==> config.mk <==
export PLATFORM = sky130hd
export DESIGN_NAME = flash_row_writer
export DESIGN_NICKNAME = d
export VERILOG_FILES = /design/src/rtl/flash_row_writer.sv
export SDC_FILE = /design/constraint.sdc
export NUM_CORES = 1
export LEC_CHECK = 0
export ABC_AREA = 1
export BUFFER_PORTS_ARGS = -buffer_cell sky130_fd_sc_hd__buf_2
export CAP_MARGIN = 10
export CORE_UTILIZATION = 25
export CTS_BUF_LIST = sky130_fd_sc_hd__clkbuf_4 sky130_fd_sc_hd__clkbuf_8 sky130_fd_sc_hd__clkbuf_16
export CTS_CLUSTER_DIAMETER = 50
export CTS_CLUSTER_SIZE = 16
export DETAILED_ROUTE_END_ITERATION = 8
export GPL_ROUTABILITY_DRIVEN = 1
export GPL_TIMING_DRIVEN = 1
export PLACE_DENSITY = 0.52
export SLEW_MARGIN = 10
export SYNTH_ARGS = -nofsm -noshare
export SYNTH_HDL_FRONTEND = slang
export SYNTH_SLANG_ARGS = --single-unit
==> constraint.sdc <==
create_clock -name clk -period 3.2 [get_ports clk]
set_input_delay 0.96 -clock clk [delete_from_list [all_inputs] [get_ports clk]]
set_output_delay 0.96 -clock clk [all_outputs]
set_load 0.02 [all_outputs]
==> src/rtl/flash_row_writer.sv <==
module flash_row_writer #(
  parameter int ADDR_W      = 11,
  parameter int LATCHES     = 32,
  parameter int HI_W        = 6,
  parameter int LO_W        = 8,
  parameter int PROG_CYCLES = 64000
) (
  input  logic                                  clk,
  input  logic                                  rst_n,
  input  logic                                  wr_start,
  input  logic [ADDR_W-1:0]                     addr,
  input  logic [HI_W-1:0]                       data_hi,
  input  logic [LO_W-1:0]                       data_lo,
  input  logic                                  latch_only,
  output logic                                  wr_busy,
  output logic                                  stall,
  output logic                                  wr_err,
  output logic                                  prog_req,
  output logic [ADDR_W-$clog2(LATCHES)-1:0]     prog_row,
  output logic [LATCHES*(HI_W+LO_W)-1:0]        prog_data
);
  localparam int WORD_W = HI_W + LO_W;
  localparam int IDX_W  = $clog2(LATCHES);
  localparam int CNT_W  = $clog2(PROG_CYCLES + 1);

  typedef enum logic [1:0] {IDLE, SU1, SU2, PROG} st_t;
  st_t st;

  logic [WORD_W-1:0] lat [LATCHES];
  logic [ADDR_W-1:0] a_q;
  logic [WORD_W-1:0] w_q;
  logic              lo_q;
  logic [CNT_W-1:0]  cnt;
  logic [LATCHES*WORD_W-1:0] flat;

  for (genvar g = 0; g < LATCHES; g++) begin : g_flat
    assign flat[g*WORD_W +: WORD_W] = lat[g];
  end

  assign wr_busy = (st != IDLE);
  assign stall   = (st == PROG);

  always_ff @(posedge clk) begin
    if (!rst_n) begin
      st        <= IDLE;
      a_q       <= '0;
      w_q       <= '0;
      lo_q      <= 1'b0;
      cnt       <= '0;
      wr_err    <= 1'b0;
      prog_req  <= 1'b0;
      prog_row  <= '0;
      prog_data <= '0;
      for (int i = 0; i < LATCHES; i++) lat[i] <= '1;
    end else begin
      prog_req <= 1'b0;
      case (st)
        IDLE: if (wr_start) begin
          a_q  <= addr;
          w_q  <= {data_hi, data_lo};
          lo_q <= latch_only;
          st   <= SU1;
        end
        SU1: st <= SU2;
        SU2: begin
          lat[a_q[IDX_W-1:0]] <= w_q;
          if (lo_q) st <= IDLE;
          else begin
            st  <= PROG;
            cnt <= CNT_W'(PROG_CYCLES - 1);
          end
        end
        PROG: begin
          if (wr_start) wr_err <= 1'b1;
          if (cnt == '0) begin
            st        <= IDLE;
            prog_req  <= 1'b1;
            prog_row  <= a_q[ADDR_W-1:IDX_W];
            prog_data <= flat;
            for (int i = 0; i < LATCHES; i++) lat[i] <= '1;
          end else begin
            cnt <= cnt - 1'b1;
          end
        end
        default: st <= IDLE;
      endcase
    end
  end
endmodule


* Word level (Yosys, flattened, before mapping) *
Memory sizes are Yosys's and may differ from the RTL's. A register that Yosys moved wholly into a read port is not among the register bits.
Index checks and enable logic that the tools add are counted.

word-level totals
  memory bits (writable) = 448
  bits of input ports = 29
  output and inout port bits = 458
  bits in registers = 52
  memories = 1

operators by class
  equality and inequality tests = 7
  reduce and logical (&&, ||, !) cells = 42
  add/sub/neg operators = 1
  bitwise logic cells = 32
  mux-type cells = 50

memory list
  name  depth  width  rd ports  clocked after Yosys merged registers in  write ports  RTL line  RTL
  lat   32     14     32        32                                       32           29        logic [WORD_W-1:0] lat [LATCHES];

operators by type and width
  cell                                                                   number
  14-bit two-way mux                                                     33
  1-bit zero test                                                        32
  16-bit two-way mux                                                     2
  1-bit OR                                                               32
  16-bit one-hot mux with 2 select lines                                 1
  16-bit zero test                                                       1
  16-bit by 1-bit subtractor with 16-bit output, second input constant   1
  14-bit OR reduction                                                    1
  1-bit two-way mux                                                      9
  2-bit one-hot mux with 4 select lines                                  1
  2-bit AND reduction                                                    4
  2-bit two-way mux                                                      3
  2-bit != test, second input constant                                   3
  5-bit two-way mux                                                      1
  2-bit equality test, second input constant                             2
  2-bit nonzero test                                                     2
  3-bit AND reduction                                                    1
  2-bit by 1-bit equality test with 1-bit output, second input constant  1
  2-bit zero test                                                        1
  2-bit by 1-bit != test with 1-bit output, second input constant        1

* Logic depth before layout (Yosys ltp) *
Gate-level depths: netlist of the first run.

  depth after elaboration = 7
  gate-level depth with buffers = 11
  depth with buffers taken out = 10

* Worst setup path after synthesis of the first run *
OpenSTA, ideal clock, no wires.

  path type = input port to flip-flop
  start point = in rst_n
  end point = mem lat[5][0] (netlist bit), enable pin
  data required time = 2.796 ns
  arrival = 2.699 ns
  slack = 0.096 ns
  stages = 7
  library setup time = 0.404 ns
  cells stage by stage = inv_2 -> nor2_1 -> inv_2 -> nor2_2 -> nand2_2 -> buf_2 -> o21ai_0

RTL lines
  what         RTL line  RTL
  from (decl)  9         input logic rst_n,
  to (decl)    29

* Worst setup path in the final report of the first run *
  start point = reg st[1]
  end point = out stall

on the way
  cells in the longest elaborated chain, start to end = 1

RTL lines
  what                    RTL line  RTL
  from (decl)             27        st_t st;
  from (signal assigned)  45        st <= IDLE;
  from (signal assigned)  62        st <= SU1;
  from (signal assigned)  64        SU1: st <= SU2;
  2-bit equality test     41        assign stall = (st == PROG);
  to (decl)               16        output logic stall,

Every way passes these cells.

==> qor.yml, run 1 <==
min-delay-start: "prog_data[145]"
hpwl_mm: 70.6
setup.worst_path.class: "flip-flop to primary output"
layout.nets: 3832
critPathTopFamily: "buffers and inverters"
cts_resized: 0
synth_area_per_cell_um2: 10.0
irDropWorstVdd_v: 0.000396
drtPass1Iterations: 5
cts_hold_buf: 0
area_delta_synth_final_pct: 24.9
finalHoldViolCount: 0
layout_commonest_cell: "nand2_1"
maxCapViolCount: 0
finalCriticalPeriod_ns: 2.69
synth_area_leader_cell: "edfxtp_1"
antenna_left: 0
clkSinkCount: 948
clock_tree.root_cell: "clkbuf_16"
netlist_area_um2: 33000
overflow: 0
num_rows: 132
drive_gt1_share_pct: 21.7
grt_pass1_wl_mm: 149
post-route-period-util_pct: 84.1
worstMarginPinSlew_ns: 0.980
status: "complete, no violations"
via_per_inst: 4.16
finalPower_mw: 28.3
required_ns: 2.24
arrival_ns: 1.73
whs_path_depth: 2
rsz0062_at_grt: "no"
slew_viol_final: 0
postLayoutCoreUtil_pct: 31.6
ys_seq_area_share_pct: 71.1
clk_pin_slew_ns: 0.06
power_density_nw_per_um2: 687
r2r_end: "prog_data[371]"
ctsHtreeMaxLevel: 3
slew_headroom_pct: 34.7
mostFrequentLayoutCells: "1873 x nand2_1, 500 x dfxtp_1, 486 x buf_2, 448 x edfxtp_1, 108 x clkbuf_16"
cts_setup_buffers: 0
coreArea_um2: 130000
reg2reg_depth: 10
ys_types: 26
syn_nets: 3322
finalSetupViolations: 0
final_cells: 5637
die_area_um2: 134000
power.leakage_nw: 16.7
max_stage_delay_ns: 0.36
cts_tree: "done"
place_congestion: 0.758
nFillCells: 13400
antenna_found_initial: 5
worstSetupStartpointType: "flip-flop"
grt_max_degree: 117
path_cells: "nand2_1 > inv_1 > buf_4 > buf_2"
crit_buf_inv: 3
port_buffers: 486
fp.dieW_um: 365
routed_wl_mm: 106
grt_usage_pct: 15.5
clock_path_buffers: 3
tns_ns: 0
route.detailed.drc: 0
grt_pass1_vias: 22300
synth_top_area_share_pct: 40.8
syn_inst: 3292
synth_warnings: 0
max_freq_mhz: 372
drt_iter0_markers: 1935
cp_max_fo: 19
place_inst: 5439
endpoint_kind: "primary output"
start_util_pct: 25.3
synth_seq_cells: 948
post_drt_wl_per_cell_um: 18.7
cts_buffers: 103
holdPathEnd: "prog_data[145]"
clk_latency_ns: 0.73
ios: 487
ys_top_cells_by_area: "edfxtp_1 41%, dfxtp_1 30%, nand2_1 21%"
hold_class: "flip-flop to flip-flop"
rrSetupSlack_ns: 0.66
vias: 23400
die_h_um: 365
skew_ns: 0.0352
critPathSlowestCell: "dfxtp_1"
reg2reg_from: "cnt[0]"
[through the flow]
| stage | hold slack (ns) | instance area (um^2) | worst slack [ns] |
|---|---|---|---|
| floorplan | 0.419 | 33000 | 0.0961 |
| global placement | 0.421 | 37500 | 0.296 |
| detailed placement | 0.425 | 37500 | 0.311 |
| CTS | 0.415 | 41200 | 0.389 |
| global route | 0.455 | 41200 | 0.369 |
| finish | 0.439 | 41200 | 0.509 |
[state kept, by name, indices dropped and copies added, names as in the netlist, 2 cells and up]
signal,cells
a_q,11
cnt,16
lat,448
prog_data,448
prog_row,6
st,2
w_q,14
[Yosys cell counts]
cell type  count
a21oi_1       34
a21oi_4        1
buf_1          1
buf_2         79
buf_4         45
buf_6          3
buf_8         11
clkbuf_1      55
dfxtp_1      500
edfxtp_1     448
ha_1           1
inv_1         44
inv_2          4
nand2_1     1874
nand2_2        6
nand3_1       17
nand3_4        1
nand3b_1       5
nand4_1        1
nor2_1        69
nor2_2         9
nor2_4         9
nor2_8         1
nor3_1         9
o21ai_0       62
or2_2          3
[worst max path at each step]
stage,slack [ns],to,cells past startpoint,start
final,0.51,stall,4,st[1]
after global routing,0.37,stall,4,st[1]
after CTS,0.39,stall,4,st[1]
after detailed placement,0.31,lat[8][0],9,rst_n
after global placement,0.30,lat[19][0],9,rst_n
after floorplan,0.1,lat[5][0],7,rst_n
[layer usage]
metal | track usage (%) | vias up | routed length (um)
met3 | 3.94 | 150 | 7230
met4 | 5.68 | 6 | 2870
li1 | - | 11500 | -
met5 | 0 | - | 36
met1 | 19.6 | 11200 | 45200
met2 | 25.4 | 660 | 50300
[cell families after synthesis]
group,after synthesis,share of synthesized area (%)
compound gates,97,1.50
fa+ha+maj,1,0.0379
buf+inv,242,4.01
flops,948,71.1
simple gates,2004,23.4
[report_power, final]
group | internal [mW] | leakage [nW] | switching, mW
logic | 0.596 | 7.80 | 1.90
registers | 13.0 | 7.08 | 0.216
clock network | 6.99 | 1.80 | 5.62
total | 20.6 | 16.7 | 7.73
[area by class of cell]
cell class	instances	area (um^2)	area share, %
Clock buffer	121	2810	6.82
Inverter	48	188	0.455
Tap cell	1742	2180	5.29
Clock inverter	75	877	2.13
Timing Repair Buffer	599	3470	8.41
Multi-Input combinational cell	2102	8250	20.0
Antenna cell	2	5.00	0.0121
Sequential cell	948	23500	56.9
[tightest hold or removal path, stage by stage (launching register included)]
cell and delay [ns]:
dfxtp_1 0.32, nand2_1 0.05, nand2_1 0.04
No activity file was read; power rests on OpenSTA's default activity.
==> run 2: changes to the inputs <==
--- a/config.mk
+++ b/config.mk
@@ -5,7 +5,7 @@
 export SDC_FILE = /design/constraint.sdc
 export NUM_CORES = 1
 export LEC_CHECK = 0
-export ABC_AREA = 1
+export ABC_AREA = 0
 export BUFFER_PORTS_ARGS = -buffer_cell sky130_fd_sc_hd__buf_2
 export CAP_MARGIN = 10
 export CORE_UTILIZATION = 25
@@ -15,7 +15,7 @@
 export DETAILED_ROUTE_END_ITERATION = 8
 export GPL_ROUTABILITY_DRIVEN = 1
 export GPL_TIMING_DRIVEN = 1
-export PLACE_DENSITY = 0.52
+export PLACE_DENSITY = 0.5
 export SLEW_MARGIN = 10
 export SYNTH_ARGS = -nofsm -noshare
 export SYNTH_HDL_FRONTEND = slang
==> constraint.sdc (replaced) <==
create_clock -name clk -period 2.55 [get_ports clk]
set_input_delay 0.765 -clock clk [delete_from_list [all_inputs] [get_ports clk]]
set_output_delay 0.765 -clock clk [all_outputs]
set_load 0.02 [all_outputs]
==> run 2 against run 1 <==
Effect of this change: die area grew 9.0%; sequential share of layout area decreased by 5.3 points; cell area is 10% higher; worst setup slack lost 0.38 ns; combinational power grew to 2.5 times the previous value; sequential cell count unchanged; total power is 41% higher; hold slack worse by 0.19 ns; register-to-register slack lost 0.50 ns; final cell count grew 2.5%; first-iteration DRC count increased by 8.7%; clock skew grew 0.0041 ns; largest power group is now clock.
==> qor.yml, run 2 <==
synth_area_leader_cell: "edfxtp_1"
ys_seq_area_share_pct: 65.2
synth_top_area_share_pct: 37.4
clk_pin_slew_ns: 0.06
drt_iter0_markers: 2104
post-route-period-util_pct: 95.1
synth_area_per_cell_um2: 10.6
clkSinkCount: 948
finalCriticalPeriod_ns: 2.42
synth_seq_cells: 948
grt_usage_pct: 17.4
ys_top_cells_by_area: "edfxtp_1 37%, dfxtp_1 28%, a21oi_1 6.7%"
grt_pass1_wl_mm: 187
final_area_um2: 45500
clock_tree.root_cell: "clkbuf_16"
async_flop_share_pct: 0
area_delta_synth_final_pct: 26.5
clk_latency_ns: 0.76
cts_tree: "done"
power.leakage_nw: 14.5
status: "complete, no violations"
ios: 487
grt_pass1_vias: 26900
coreArea_um2: 142000
hold_class: "primary input to flip-flop"
cp_max_fo: 7
post_dp_cell_area_um2: 41500
via_per_inst: 4.81
syn_inst: 3401
port_buffers: 486
grt_max_degree: 149
required_ns: 1.79
layout_setup_ws_ns: 0.126
netlist_area_um2: 36000
power_density_nw_per_um2: 874
yosys.area_share.simple_pct: 16.3
syn_nets: 3431
cts_setup_buffers: 0
endpoint_kind: "primary output"
skew_ns: 0.0393
irDropWorstVdd_v: 0.000538
rsz0062_at_grt: "no"
antenna_left: 0
overflow: 0
postLayoutCoreUtil_pct: 32.0
finalPower_mw: 39.8
cts_buffers: 113
ys.flop_type: "dfxtp_1"
ys_types: 49
max_freq_mhz: 413
place_ws_ns: -0.0916
clock_path_buffers: 3
route.detailed.drc: 0
worstMarginPinSlew_ns: 0.893
die_area_um2: 146000
synth_compound_area_share_pct: 14.0
routed_wl_mm: 131
cts_hold_buf: 0
slew_headroom_pct: 40.5
synthTopCellsByCount: "500 x dfxtp_1, 483 x a21oi_1, 464 x nand3_1, 454 x o21ai_1, 448 x edfxtp_1"
post_drt_wl_per_cell_um: 22.7
slew_viol_final: 0
synth_xor_area_share_pct: 0.0243
reg.largest.list: "lat: 448 flops, prog_data: 448 flops, cnt: 16 flops"
synth_adder_area_share_pct: 0.0348
synth_edf_count: 448
vias: 27800
worstSetupStartpointType: "flip-flop"
finalSetupViolations: 0
fp.dieW_um: 381
die_h_um: 381
num_rows: 138
place_congestion: 0.797
synth_top_family_by_area: "simple AND/OR/NAND/NOR gates"
drtPass1Iterations: 6
arrival_ns: 1.66
antenna_found_initial: 17
hpwl_mm: 84.3
synth_warnings: 0
layout.nets: 3815
yosysMostFrequentCell: "dfxtp_1"
layout_commonest_cell: "buf_2"
setup.worst_path.class: "flip-flop to primary output"
finalHoldViolCount: 0
synthMuxAreaShare_pct: 0.0278
start_util_pct: 25.3
drive_gt1_share_pct: 25.2
maxCapViolCount: 0
mostFrequentLayoutCells: "485 x buf_2, 484 x dfxtp_1, 482 x a21oi_1, 470 x o21ai_1, 461 x nand3_1"
ctsHtreeMaxLevel: 3
-- run 2: metrics by stage --
step	cells	setup TNS, ns	hold slack (ns)
after detailed placement	5560	-4.62	0.447
after floorplan	3401	-9.94	0.437
after global placement	5560	-6.41	0.444
final	5779	0	0.245
after global routing	5775	0	0.222
after CTS	5775	-0.0777	0.163
-- run 2: cell type report --
| type | count | area (um^2) |
|---|---|---|
| antenna | 4 | 10.0 |
| timing repair buffer | 666 | 4590 |
| clock inverter | 91 | 1030 |
| tap | 1890 | 2360 |
| sequential | 948 | 23500 |
| multi-input combinational | 2050 | 11000 |
| fill | 14700 | 96700 |
| inverter | 6 | 35.0 |
| clock buffer | 124 | 2990 |
-- run 2: repair_timing --
item | CTS | global route
pin swaps | 0 | 0
resized for setup | 5 | 5
endpoints found under the setup margin | 2 | 2
-- run 2: kinds of logic after synthesis --
group	count (synthesis)
AND/OR/NAND/NOR	1058
buffers and inverters	403
adder cells (fa/ha/maj)	1
AO/OA/AOI/OAI	989
XOR/XNOR	1
multiplexers	1
flip-flops	948
-- run 2: power breakdown --
group	leakage (nW)	switching, mW	internal, mW	total (mW)
Clock	1.95	7.67	9.26	16.9
Sequential	7.08	0.399	16.2	16.6
Combinational	5.47	4.65	1.62	6.27
Total	14.5	12.7	27.1	39.8
-- run 2: layer usage --
layer / global-route usage (%) / up-vias / part of all wire, %
li1: - / 13200 / -
met5: 0 / - / 0.047
met2: 28.8 / 759 / 48
met1: 22.2 / 13600 / 43
met3: 3.35 / 222 / 5.3
met4: 7.15 / 10 / 3.7
-- run 2: worst paths after layout --
path | startpoint | to | slack (ns) | cells after the start
worst max-delay path | st[1] | wr_busy | 0.13 | 4
worst min-delay path | data_lo[0] | w_q[0] | 0.25 | 3
worst max register to register | cnt[2] | prog_data[201] | 0.16 | 5
worst min register to register | a_q[7] | a_q[7] | 0.46 | 2
-- run 2: worst max-delay path: stages, from the launching register on --
cell	delay (ns)
dfxtp_4	0.37
buf_4	0.18
nor2_4	0.16
inv_1	0.05
buf_2	0.15
